--- config.mk ---
export PLATFORM = sky130hd
export DESIGN_NAME = cfg_guard_regs
export DESIGN_NICKNAME = d
export VERILOG_FILES = /design/src/rtl/cfg_guard_pkg.sv /design/src/rtl/cfg_window_timer.sv /design/src/rtl/cfg_guard_reg.sv /design/src/rtl/cfg_misc_reg.sv /design/src/rtl/cfg_guard_regs.sv
export SDC_FILE = /design/constraint.sdc
export NUM_CORES = 1
export LEC_CHECK = 0
export CAP_MARGIN = 15
export CORE_MARGIN = 2
export CORE_UTILIZATION = 25
export CTS_CLUSTER_DIAMETER = 100
export CTS_CLUSTER_SIZE = 20
export DETAILED_ROUTE_END_ITERATION = 16
export PLACE_DENSITY = 0.48
export SETUP_SLACK_MARGIN = 0.3
export SYNTH_ARGS = -nofsm -noshare
export SYNTH_HDL_FRONTEND = slang
export SYNTH_SLANG_ARGS = --single-unit
export TNS_END_PERCENT = 50
--- constraint.sdc ---
create_clock -name clk -period 2.5 [get_ports clk]
set_input_delay 0.625 -clock clk [delete_from_list [all_inputs] [get_ports clk]]
set_output_delay 0.625 -clock clk [all_outputs]
set_load 0.02 [all_outputs]
--- src/rtl/cfg_guard_pkg.sv ---
package cfg_guard_pkg;
    localparam int CFG_DW     = 8;
    localparam int CFG_AW     = 8;
    localparam int CFG_WINDOW = 64;
    localparam int CFG_NG     = 4;
    localparam int VIS_BIT    = 4;

    localparam logic [7:0] OFF_TMASK = 8'h24;
    localparam logic [7:0] OFF_BPROT = 8'h35;
    localparam logic [7:0] OFF_OPT   = 8'h39;
    localparam logic [7:0] OFF_MISC  = 8'h3C;
    localparam logic [7:0] OFF_MAP   = 8'h3D;

    // off: offset, rst: reset value, any: free bits,
    // once: window-once bits, set: bits settable at any time
    typedef struct packed {
        logic [7:0] off;
        logic [7:0] rst;
        logic [7:0] any;
        logic [7:0] once;
        logic [7:0] set;
    } guard_cfg_t;

    // index 0 timer mask, 1 block protect, 2 options, 3 map
    localparam guard_cfg_t GUARD_TAB [CFG_NG] = '{
        '{OFF_TMASK, 8'h00, 8'hFC, 8'h03, 8'h00},
        '{OFF_BPROT, 8'h1F, 8'h00, 8'hFF, 8'hFF},
        '{OFF_OPT,   8'h00, 8'hC8, 8'h37, 8'h00},
        '{OFF_MAP,   8'h00, 8'h00, 8'hFF, 8'h00}
    };
endpackage

--- src/rtl/cfg_window_timer.sv ---
module cfg_window_timer #(
    parameter int WINDOW = 64
) (
    input  logic clk,
    input  logic rst_n,
    output logic win_open
);
    localparam int CW = $clog2(WINDOW + 1);

    typedef struct packed {
        logic [CW-1:0] cnt;
    } tmr_t;

    tmr_t st_d, st_q;

    always_comb begin
        st_d = st_q;
        if (st_q.cnt < CW'(WINDOW)) begin
            st_d.cnt = st_q.cnt + 1'b1;
        end
    end

    always_ff @(posedge clk) begin
        if (!rst_n) begin
            st_q <= '0;
        end else begin
            st_q <= st_d;
        end
    end

    assign win_open = (st_q.cnt < CW'(WINDOW));
endmodule

--- src/rtl/cfg_guard_reg.sv ---
module cfg_guard_reg #(
    parameter int               DW        = 8,
    parameter logic [DW-1:0]    RST_VAL   = '0,
    parameter logic [DW-1:0]    ANY_MASK  = '0,
    parameter logic [DW-1:0]    ONCE_MASK = '0,
    parameter logic [DW-1:0]    SET_MASK  = '0
) (
    input  logic          clk,
    input  logic          rst_n,
    input  logic          special_mode,
    input  logic          win_open,
    input  logic          wr_hit,
    input  logic [DW-1:0] wdata,
    output logic [DW-1:0] q
);
    typedef struct packed {
        logic [DW-1:0] val;
        logic          lock;
    } greg_t;

    greg_t st_d, st_q;
    logic          once_ok;
    logic [DW-1:0] take;

    always_comb begin
        st_d    = st_q;
        once_ok = win_open && !st_q.lock;
        take    = ANY_MASK | (once_ok ? ONCE_MASK : '0);
        if (wr_hit) begin
            if (special_mode) begin
                st_d.val = wdata;
            end else begin
                st_d.val = (st_q.val & ~take) | (wdata & take) | (wdata & SET_MASK);
                if (once_ok && (ONCE_MASK != '0)) begin
                    st_d.lock = 1'b1;
                end
            end
        end
    end

    always_ff @(posedge clk) begin
        if (!rst_n) begin
            st_q <= '{val: RST_VAL, lock: 1'b0};
        end else begin
            st_q <= st_d;
        end
    end

    assign q = st_q.val;
endmodule

--- src/rtl/cfg_misc_reg.sv ---
module cfg_misc_reg #(
    parameter int DW      = 8,
    parameter int VIS_POS = 4
) (
    input  logic          clk,
    input  logic          rst_n,
    input  logic          special_mode,
    input  logic          wr_hit,
    input  logic [DW-1:0] wdata,
    output logic [DW-1:0] q
);
    localparam logic [DW-1:0] VIS_MASK = DW'(1) << VIS_POS;

    typedef struct packed {
        logic [DW-1:0] val;
        logic          vis_lock;
    } mreg_t;

    mreg_t st_d, st_q;

    always_comb begin
        st_d = st_q;
        if (wr_hit) begin
            st_d.val = (st_q.val & VIS_MASK) | (wdata & ~VIS_MASK);
            if (!st_q.vis_lock) begin
                st_d.val[VIS_POS] = wdata[VIS_POS];
                st_d.vis_lock     = 1'b1;
            end
        end
    end

    always_ff @(posedge clk) begin
        if (!rst_n) begin
            st_q <= '{val: (special_mode ? VIS_MASK : '0), vis_lock: 1'b0};
        end else begin
            st_q <= st_d;
        end
    end

    assign q = st_q.val;
endmodule

--- src/rtl/cfg_guard_regs.sv ---
module cfg_guard_regs
    import cfg_guard_pkg::*;
#(
    parameter int DW     = CFG_DW,
    parameter int AW     = CFG_AW,
    parameter int WINDOW = CFG_WINDOW
) (
    input  logic          clk,
    input  logic          rst_n,
    input  logic          special_mode,
    input  logic          wr_en,
    input  logic [AW-1:0] addr,
    input  logic [DW-1:0] wdata,
    output logic [DW-1:0] rdata,
    output logic          vis_ctl
);
    localparam int NG = CFG_NG;

    logic          win_open;
    logic [DW-1:0] greg_q [NG];
    logic [DW-1:0] misc_q;

    cfg_window_timer #(.WINDOW(WINDOW)) u_timer (
        .clk      (clk),
        .rst_n    (rst_n),
        .win_open (win_open)
    );

    for (genvar g = 0; g < NG; g++) begin : g_guard
        cfg_guard_reg #(
            .DW        (DW),
            .RST_VAL   (DW'(GUARD_TAB[g].rst)),
            .ANY_MASK  (DW'(GUARD_TAB[g].any)),
            .ONCE_MASK (DW'(GUARD_TAB[g].once)),
            .SET_MASK  (DW'(GUARD_TAB[g].set))
        ) u_reg (
            .clk          (clk),
            .rst_n        (rst_n),
            .special_mode (special_mode),
            .win_open     (win_open),
            .wr_hit       (wr_en && (addr == AW'(GUARD_TAB[g].off))),
            .wdata        (wdata),
            .q            (greg_q[g])
        );
    end

    cfg_misc_reg #(.DW(DW), .VIS_POS(VIS_BIT)) u_misc (
        .clk          (clk),
        .rst_n        (rst_n),
        .special_mode (special_mode),
        .wr_hit       (wr_en && (addr == AW'(OFF_MISC))),
        .wdata        (wdata),
        .q            (misc_q)
    );

    always_comb begin
        rdata = '0;
        for (int i = 0; i < NG; i++) begin
            if (addr == AW'(GUARD_TAB[i].off)) begin
                rdata = greg_q[i];
            end
        end
        if (addr == AW'(OFF_MISC)) begin
            rdata = misc_q;
        end
    end

    assign vis_ctl = misc_q[VIS_BIT];
endmodule

==> results.txt, run 1 <==
----------------------------------------------------
[Timing]
  Unrepaired setup endpoints after global routing ... true
  Final Hold Viols ... 0
  Worst Hold Margin ... 0.460 ns
  Actual slew at the worst max-slew pin ... 0.438 ns
  Worst slew margin relative to its limit ... 0.708
  Minimum setup slack in the final design ... -0.0122 ns
  Max-slew violation count ... 0
  Final setup violating endpoints ... 2
  Tcrit/Tclk final ... 1.00
  Maximum operating frequency ... 398 MHz
  Skew final ... 0.0114 ns
  Time the final worst path needs with I/O delays and setup ... 2.51 ns

[Clock tree]
  Clock-pin slew on the worst setup and hold paths ... 0.09 ns
  Worst-skew pair later-pin latency ... 0.31 ns
  Clock buffer count from CTS ... 5
  TritonCTS clock tree ... yes
  Maximum count of clock buffers along a single path ... 2
  H-tree level count ... 2
  Clk root buf ... sky130_fd_sc_hd__clkbuf_8
  Number of clock sinks ... 52

[Routing]
  Routed wire length on met2 ... 3290 um
  Length of routed met3 wiring ... 298 um
  Final routed wirelength across all metal layers ... 7190 um
  Per-cell routed wire length ... 16.0 um
  Pre-antenna DRT Iters ... 4
  First-iteration detailed-routing DRC count ... 104
  DR vias ... 2131
  Count of antenna-violating nets left after detailed routing ... 0
  Met1 Routed Length ... 3520 um
  Top routing layer in use ... met4
  Remaining design rule violation count ... 0
  DR vias/cell ... 4.74

[Power and ir drop]
  Maximum vdd ir drop ... 0.207 mV
  Total power density per cell area ... 431 nW/um2
  Share of total power in combinational logic ... 0.122
  Static leakage ... 1.35 nW
  Switching fraction of total power ... 0.252
  Cell-internal power ... 1.14 mW
  Power share of the sequential group ... 0.569
  Proportion of power drawn by the clock network ... 0.309
  Switch Pwr ... 384 uW

[Hold path]
  Hold WC Path Type ... reg -> reg
  Worst Hold Launch ... g_guard[2].u_reg.q[6]
  Worst Hold End ... g_guard[2].u_reg.q[6]
  Cell depth of the worst min-delay path ... 2

[Logic synthesis]
  Number of synthesized flops with an enable pin ... 8
  Top-area cell type share of the netlist area ... 0.368
  List of most frequent post-synthesis cells ... 44 x sky130_fd_sc_hd__dfxtp_1, 22 x sky130_fd_sc_hd__nand3_1, 18 x sky130_fd_sc_hd__nor2_1
  Syn Nets ... 273
  Post-synth design cell area ... 2390 um2
  Ys flop type ... sky130_fd_sc_hd__dfxtp_1
  Mapped Avg Cell Area ... 9.50 um2
  Number of synthesis warnings ... 0
  Number of standard cells after synthesis ... 252
  Dominant cells by area after synthesis ... sky130_fd_sc_hd__dfxtp_1 37%, sky130_fd_sc_hd__edfxtp_1 10%, sky130_fd_sc_hd__mux2i_1 4.6%
  Flop and latch count out of synthesis ... 52
  Post-synth top area cell ... sky130_fd_sc_hd__dfxtp_1
  Seq/Total Area, Yosys ... 0.468
  Most common cell in the synthesized netlist ... sky130_fd_sc_hd__dfxtp_1
  Share of synthesized registers carrying an async set or reset ... 0
  Number of library cell types mapped by synthesis ... 44

[Global routing]
  Initial antenna violation count ... 0
  Global route overflow ... 0
  Global-route wire length before repair ... 11500 um
  Largest net degree at the start of global routing ... 23
  Total routing resource utilization after global routing ... 0.147
  Vias in the first global route ... 2027

[Worst setup path]
  CP Capture Type ... output port
  Worst setup path category ... in -> out
  End of the worst register-to-register path ... g_guard[1].u_reg.q[6]
  Worst setup SP type ... input pin
  Cell depth of the worst flop-to-flop path ... 5
  Worst endpoint data arrival time ... 1.89 ns
  Data required, critical path ... 1.88 ns
  Maximum net fanout on the critical path ... 5
  Worst reg2reg path startpoint ... u_timer.st_q[6]
  Register-to-register setup slack ... 1.18 ns

[Cells and area]
  Signed area change from the synthesized netlist to the final layout ... 48.1%
  NumNets Final ... 341
  Antenna cells ... 0
  Final instance area ... 3550 um2
  Fraction of layout cells with a size suffix above 1 ... 0.352

[Floorplan]
  Initial standard-cell utilization of the core ... 0.258
  Area of the die ... 10400 um2
  Core region area ... 9280 um2
  Die W ... 102 um
  Placement Rows ... 35
  Overall die height ... 102 um
  Number of ports placed on the die boundary ... 29

[Outcome]
  Outcome ... complete, but fails checks
  Failing checks ... setup timing

[Job]
  Number of violations of the max-capacitance limit ... 0

[Placement]
  Placement Cell Area ... 3160 um2
  Routability cong. ... 0.840
  Detail Placement HPWL ... 5230 um
  I/O Buffers ... 28

----------------------------------------------------
[layout make-up]
type | instances | area (um2)
fillers | 956 | 5740
multi-input cells | 181 | 1460
repair buffers | 77 | 707
flip-flops and latches | 52 | 1120
inverters | 3 | 11.3
well taps | 129 | 161
clock buffers | 6 | 72.6
clock inverters | 2 | 11.3
[through the flow]
step / setup slack (ns) / setup TNS [ns] / std cells / utilization / power [mW]
3_3_place_gp: -0.978 / -12.29 / 428 / 0.341 / 1.05
2_1_floorplan: 0.129 / 0 / 252 / - / 0.953
5_1_grt: -0.0567 / -0.205 / 450 / 0.382 / 1.60
4_1_cts: -0.0400 / -0.0490 / 449 / 0.378 / 1.54
6_report: -0.0122 / -0.0134 / 450 / 0.382 / 1.53
3_5_place_dp: -1.04 / -12.69 / 428 / 0.341 / 1.05
[cell families after synthesis]
kind of cell,count (synthesis),synth area share
fa+ha+maj,1,0.00523
simple gates,102,0.247
buf+inv,19,0.0329
compound gates,60,0.173
xor+xnor,5,0.0183
flops,52,0.468
mux,13,0.0554
[routing by layer]
| layer | global-route usage | up-vias |
|---|---|---|
| met3 | 0.0260 | 6 |
| met1 | 0.207 | 1001 |
| li1 | - | 1074 |
| met4 | 0.0369 | 0 |
| met2 | 0.236 | 50 |
| met5 | 0 | - |
[power groups by stage]
stage | Combinational [mW] | Sequential [mW] | Clock (mW)
after floorplan | 0.0669 | 0.886 | 0
after global placement | 0.162 | 0.886 | 0
after detailed placement | 0.162 | 0.886 | 0
after CTS | 0.183 | 0.868 | 0.491
after global routing | 0.200 | 0.870 | 0.525
final | 0.186 | 0.868 | 0.472
[placed cells by master, fill, tap and decap left out, types with 2 or more instances in the layout]
cell type,count
sky130_fd_sc_hd__nor2b_1,6
sky130_fd_sc_hd__nor3_4,3
sky130_fd_sc_hd__and3_1,2
sky130_fd_sc_hd__mux2i_1,11
sky130_fd_sc_hd__a21oi_2,4
sky130_fd_sc_hd__nor4_1,2
sky130_fd_sc_hd__a211oi_2,3
sky130_fd_sc_hd__a2111oi_4,2
sky130_fd_sc_hd__mux2_2,2
sky130_fd_sc_hd__inv_1,3
sky130_fd_sc_hd__a22o_1,6
sky130_fd_sc_hd__and2_1,8
sky130_fd_sc_hd__xnor2_1,2
sky130_fd_sc_hd__nand3_1,22
sky130_fd_sc_hd__dfxtp_1,44
sky130_fd_sc_hd__a22oi_1,2
sky130_fd_sc_hd__a221o_1,5
sky130_fd_sc_hd__o2111ai_1,2
sky130_fd_sc_hd__buf_6,15
sky130_fd_sc_hd__o21a_1,4
sky130_fd_sc_hd__o21ai_0,17
sky130_fd_sc_hd__clkbuf_8,5
sky130_fd_sc_hd__nand2_1,14
sky130_fd_sc_hd__a21oi_4,2
sky130_fd_sc_hd__buf_4,41
sky130_fd_sc_hd__a21oi_1,4
sky130_fd_sc_hd__edfxtp_1,8
sky130_fd_sc_hd__o22ai_2,2
sky130_fd_sc_hd__buf_2,4
sky130_fd_sc_hd__clkdlybuf4s50_1,12
sky130_fd_sc_hd__nor2_1,17
sky130_fd_sc_hd__buf_12,3
sky130_fd_sc_hd__nor4b_4,2
sky130_fd_sc_hd__a22oi_2,2
sky130_fd_sc_hd__buf_8,2
sky130_fd_sc_hd__nor3_1,5
sky130_fd_sc_hd__nor4_4,4
sky130_fd_sc_hd__nand2_4,2
sky130_fd_sc_hd__xor2_1,3
[worst max-delay path by stage]
stage | from | endpoint | slack (ns) | cells past startpoint
finish | addr[4] | rdata[5] | -0.01 | 6
floorplan | addr[0] | rdata[1] | 0.13 | 4
detailed placement | addr[0] | rdata[7] | -1.04 | 6
global placement | addr[0] | rdata[7] | -0.98 | 6
CTS | addr[4] | rdata[5] | -0.04 | 8
global route | addr[4] | rdata[7] | -0.06 | 9
[repair_timing]
| action | CTS | global route |
|---|---|---|
| endpoints found under the setup margin | 32 | 16 |
| buffers inserted | 13 | 1 |
| hold buffers | 0 | 0 |
| pin swaps | 21 | 5 |
| resized for setup | 120 | 7 |
[worst max-delay path, cell delays in order]
cell and delay [ns]:
sky130_fd_sc_hd__buf_8 0.10, sky130_fd_sc_hd__buf_4 0.12, sky130_fd_sc_hd__and3b_2 0.25, sky130_fd_sc_hd__and2_2 0.23, sky130_fd_sc_hd__a2111oi_4 0.36, sky130_fd_sc_hd__buf_4 0.20
(Power assumes the default switching activity.)
==> run 2, diff against run 1 <==
Settings changed: GPL_ROUTABILITY_DRIVEN from default to 0, HOLD_SLACK_MARGIN from default to 0.12, MAX_ROUTING_LAYER from default to met4.
==> run 2 against run 1 <==
  * The flow still finishes with violations (setup timing)
  * First-iteration DRC count down 15%
  * Clock power about the same
  * Maximum frequency about the same
  * Count of clock-buffer cells in the layout unchanged
  * Sequential power about the same
  * Register-to-register slack about the same
  * Worst hold slack about the same
  * Core utilization unchanged
==> results.txt, run 2 (synthesis gave the netlist of run 1 again) <==
----------------------------------------------------
[Outcome]
  Outcome ... complete, but fails checks
  Failing checks ... setup timing

[Global routing]
  Global-route wire length before repair ... 11600 um (+0.24%)
  Initial antenna violation count ... 0 (unchanged)
  Vias in the first global route ... 2028 (+0.049%)
  Layer with the highest usage after global routing ... met2
  Global-route track usage on met2 ... 0.237 (+0.00101)
  Total routing resource utilization after global routing ... 0.152 (+0.00497)
  Met3 routing resource usage after global routing ... 0.0246 (-0.00137)
  Largest net degree at the start of global routing ... 23 (unchanged)
  Global route overflow ... 0 (unchanged)
  Met1 capacity usage during global routing ... 0.208 (+0.00127)

[Routing]
  Per-cell routed wire length ... 16.1 um (+0.49%)
  First-iteration detailed-routing DRC count ... 88 (-15%)
  DR vias/cell ... 4.71 (-0.61%)
  Pre-antenna DRT Iters ... 4 (unchanged)
  DR vias ... 2118 (-0.61%)
  Final routed wirelength across all metal layers ... 7220 um (+0.49%)
  Count of antenna-violating nets left after detailed routing ... 0 (unchanged)
  Remaining design rule violation count ... 0 (unchanged)

[Floorplan]
  Area of the die ... 10400 um2 (unchanged)
  Initial standard-cell utilization of the core ... 0.258 (unchanged)
  Placement Rows ... 35 (unchanged)
  Core region area ... 9280 um2 (unchanged)
  Number of ports placed on the die boundary ... 29 (unchanged)
  Overall die height ... 102 um (unchanged)
  Die W ... 102 um (unchanged)

[Clock tree]
  Number of clock sinks ... 52 (unchanged)
  Clock buffer count from CTS ... 5 (unchanged)
  Number of buffers added to fix hold violations after cts ... 0 (unchanged)
  Maximum count of clock buffers along a single path ... 2 (unchanged)
  H-tree level count ... 2 (unchanged)
  TritonCTS clock tree ... yes
  Worst-skew pair later-pin latency ... 0.31 ns (about the same)
  Clk root buf ... sky130_fd_sc_hd__clkbuf_8
  Clock-pin slew on the worst setup and hold paths ... 0.09 ns (about the same)

[Worst setup path]
  Data required, critical path ... 1.88 ns (about the same)
  Worst setup path start ... addr[4]
  Cell depth of the worst flop-to-flop path ... 5 (unchanged)
  Maximum net fanout on the critical path ... 5 (unchanged)
  CP Capture Type ... output port
  Worst setup SP type ... input pin
  Worst endpoint data arrival time ... 1.89 ns (about the same)
  Worst reg2reg path startpoint ... u_timer.st_q[6]
  Register-to-register setup slack ... 1.18 ns (about the same)
  End of the worst register-to-register path ... g_guard[1].u_reg.q[6]
  Worst setup path category ... in -> out

[Timing]
  Maximum operating frequency ... 398 MHz (about the same)
  Unrepaired setup endpoints after global routing ... true
  Max-slew violation count ... 0 (unchanged)
  Worst slew margin relative to its limit ... 0.707 (-0.000730)
  Final setup violating endpoints ... 2 (unchanged)
  Minimum setup slack in the final design ... -0.0116 ns (+0.000535 ns)
  Time the final worst path needs with I/O delays and setup ... 2.51 ns (-0.000535 ns)
  Skew final ... 0.0113 ns (-0.0000897 ns)
  Final Hold Viols ... 0 (unchanged)
  Tcrit/Tclk final ... 1.00 (about the same)
  Actual slew at the worst max-slew pin ... 0.439 ns (+0.00109 ns)

[Placement]
  Post-placement setup slack ... -1.04 ns (unchanged)
  Detail Placement HPWL ... 5230 um (unchanged)
  I/O Buffers ... 28 (unchanged)

[Hold path]
  Worst Hold End ... g_guard[2].u_reg.q[6]
  Cell depth of the worst min-delay path ... 2 (unchanged)
  Hold WC Path Type ... reg -> reg
  Worst Hold Launch ... g_guard[2].u_reg.q[6]

[Cells and area]
  NumNets Final ... 341 (unchanged)
  Filler Cells Inserted ... 956 (unchanged)
  Most common cell after layout, fill and taps aside ... sky130_fd_sc_hd__dfxtp_1
  Sequential Area ... 1120 um2 (unchanged)
  Leading cell types in the layout, fill and taps excluded ... 44 x sky130_fd_sc_hd__dfxtp_1, 41 x sky130_fd_sc_hd__buf_4, 22 x sky130_fd_sc_hd__nand3_1, 17 x sky130_fd_sc_hd__o21ai_0, 17 x sky130_fd_sc_hd__nor2_1
  Antenna cells ... 0 (unchanged)
  Fraction of layout cells with a size suffix above 1 ... 0.352 (unchanged)
  Signed area change from the synthesized netlist to the final layout ... 48.1% (unchanged)
  Core utilization of the finished layout ... 0.382 (unchanged)
  Area of the multi-input gates ... 1460 um2 (unchanged)

[Power and ir drop]
  Total power density per cell area ... 431 nW/um2 (about the same)
  Maximum vdd ir drop ... 0.206 mV (-0.24%)
  Static leakage ... 1.35 nW (unchanged)

[Job]
  Number of violations of the max-capacitance limit ... 0 (unchanged)

----------------------------------------------------
run 2: worst max-delay path by stage:
stage                     endpoint  depth (start not counted)  slack (ns)
after floorplan           rdata[1]                          4        0.13
after global placement    rdata[7]                          6       -0.98
after detailed placement  rdata[7]                          6       -1.04
after CTS                 rdata[5]                          8       -0.04
after global routing      rdata[7]                          9       -0.06
final                     rdata[5]                          6       -0.01
run 2: final cells by class:
class / count / share of cell area
clock inverters: 2 / 0.00318
well taps: 129 / 0.0455
inverters: 3 / 0.00318
flip-flops and latches: 52 / 0.316
clock buffers: 6 / 0.0205
repair buffers: 77 / 0.199
multi-input cells: 181 / 0.412
run 2: worst max-delay path, stage by stage:
cell and delay, ns:
sky130_fd_sc_hd__buf_8 0.10, sky130_fd_sc_hd__buf_4 0.12, sky130_fd_sc_hd__and3b_2 0.26, sky130_fd_sc_hd__and2_2 0.23, sky130_fd_sc_hd__a2111oi_4 0.35, sky130_fd_sc_hd__buf_4 0.20
run 2: timing repair:
item | in CTS | in global routing
buffers inserted | 13 | 1
setup endpoints to repair | 32 | 16
pin swaps | 21 | 5
resized for setup | 120 | 7
run 2: layer usage:
metal,vias up,wire [um],share of wire
li1,1074,-,-
met1,993,3590,0.50
met4,0,76,0.011
met3,7,262,0.036
met5,-,0,0
met2,44,3290,0.46
run 2: per-stage QoR:
step	hold WS [ns]	area, um2	total power [mW]	std cells	setup TNS, ns
6_report	0.460	3550	1.53	450	-0.0124
5_1_grt	0.487	3550	1.60	450	-0.205
4_1_cts	0.465	3510	1.54	449	-0.0490
3_5_place_dp	0.451	3160	1.05	428	-12.69
3_3_place_gp	0.444	3160	1.05	428	-12.29
2_1_floorplan	0.432	2510	0.953	252	0
run 2: power by group:
part | internal [mW] | total [mW] | switching (mW)
clock | 0.195 | 0.472 | 0.277
combinational | 0.0877 | 0.187 | 0.0991
sequential | 0.860 | 0.868 | 0.00810
total | 1.14 | 1.53 | 0.384
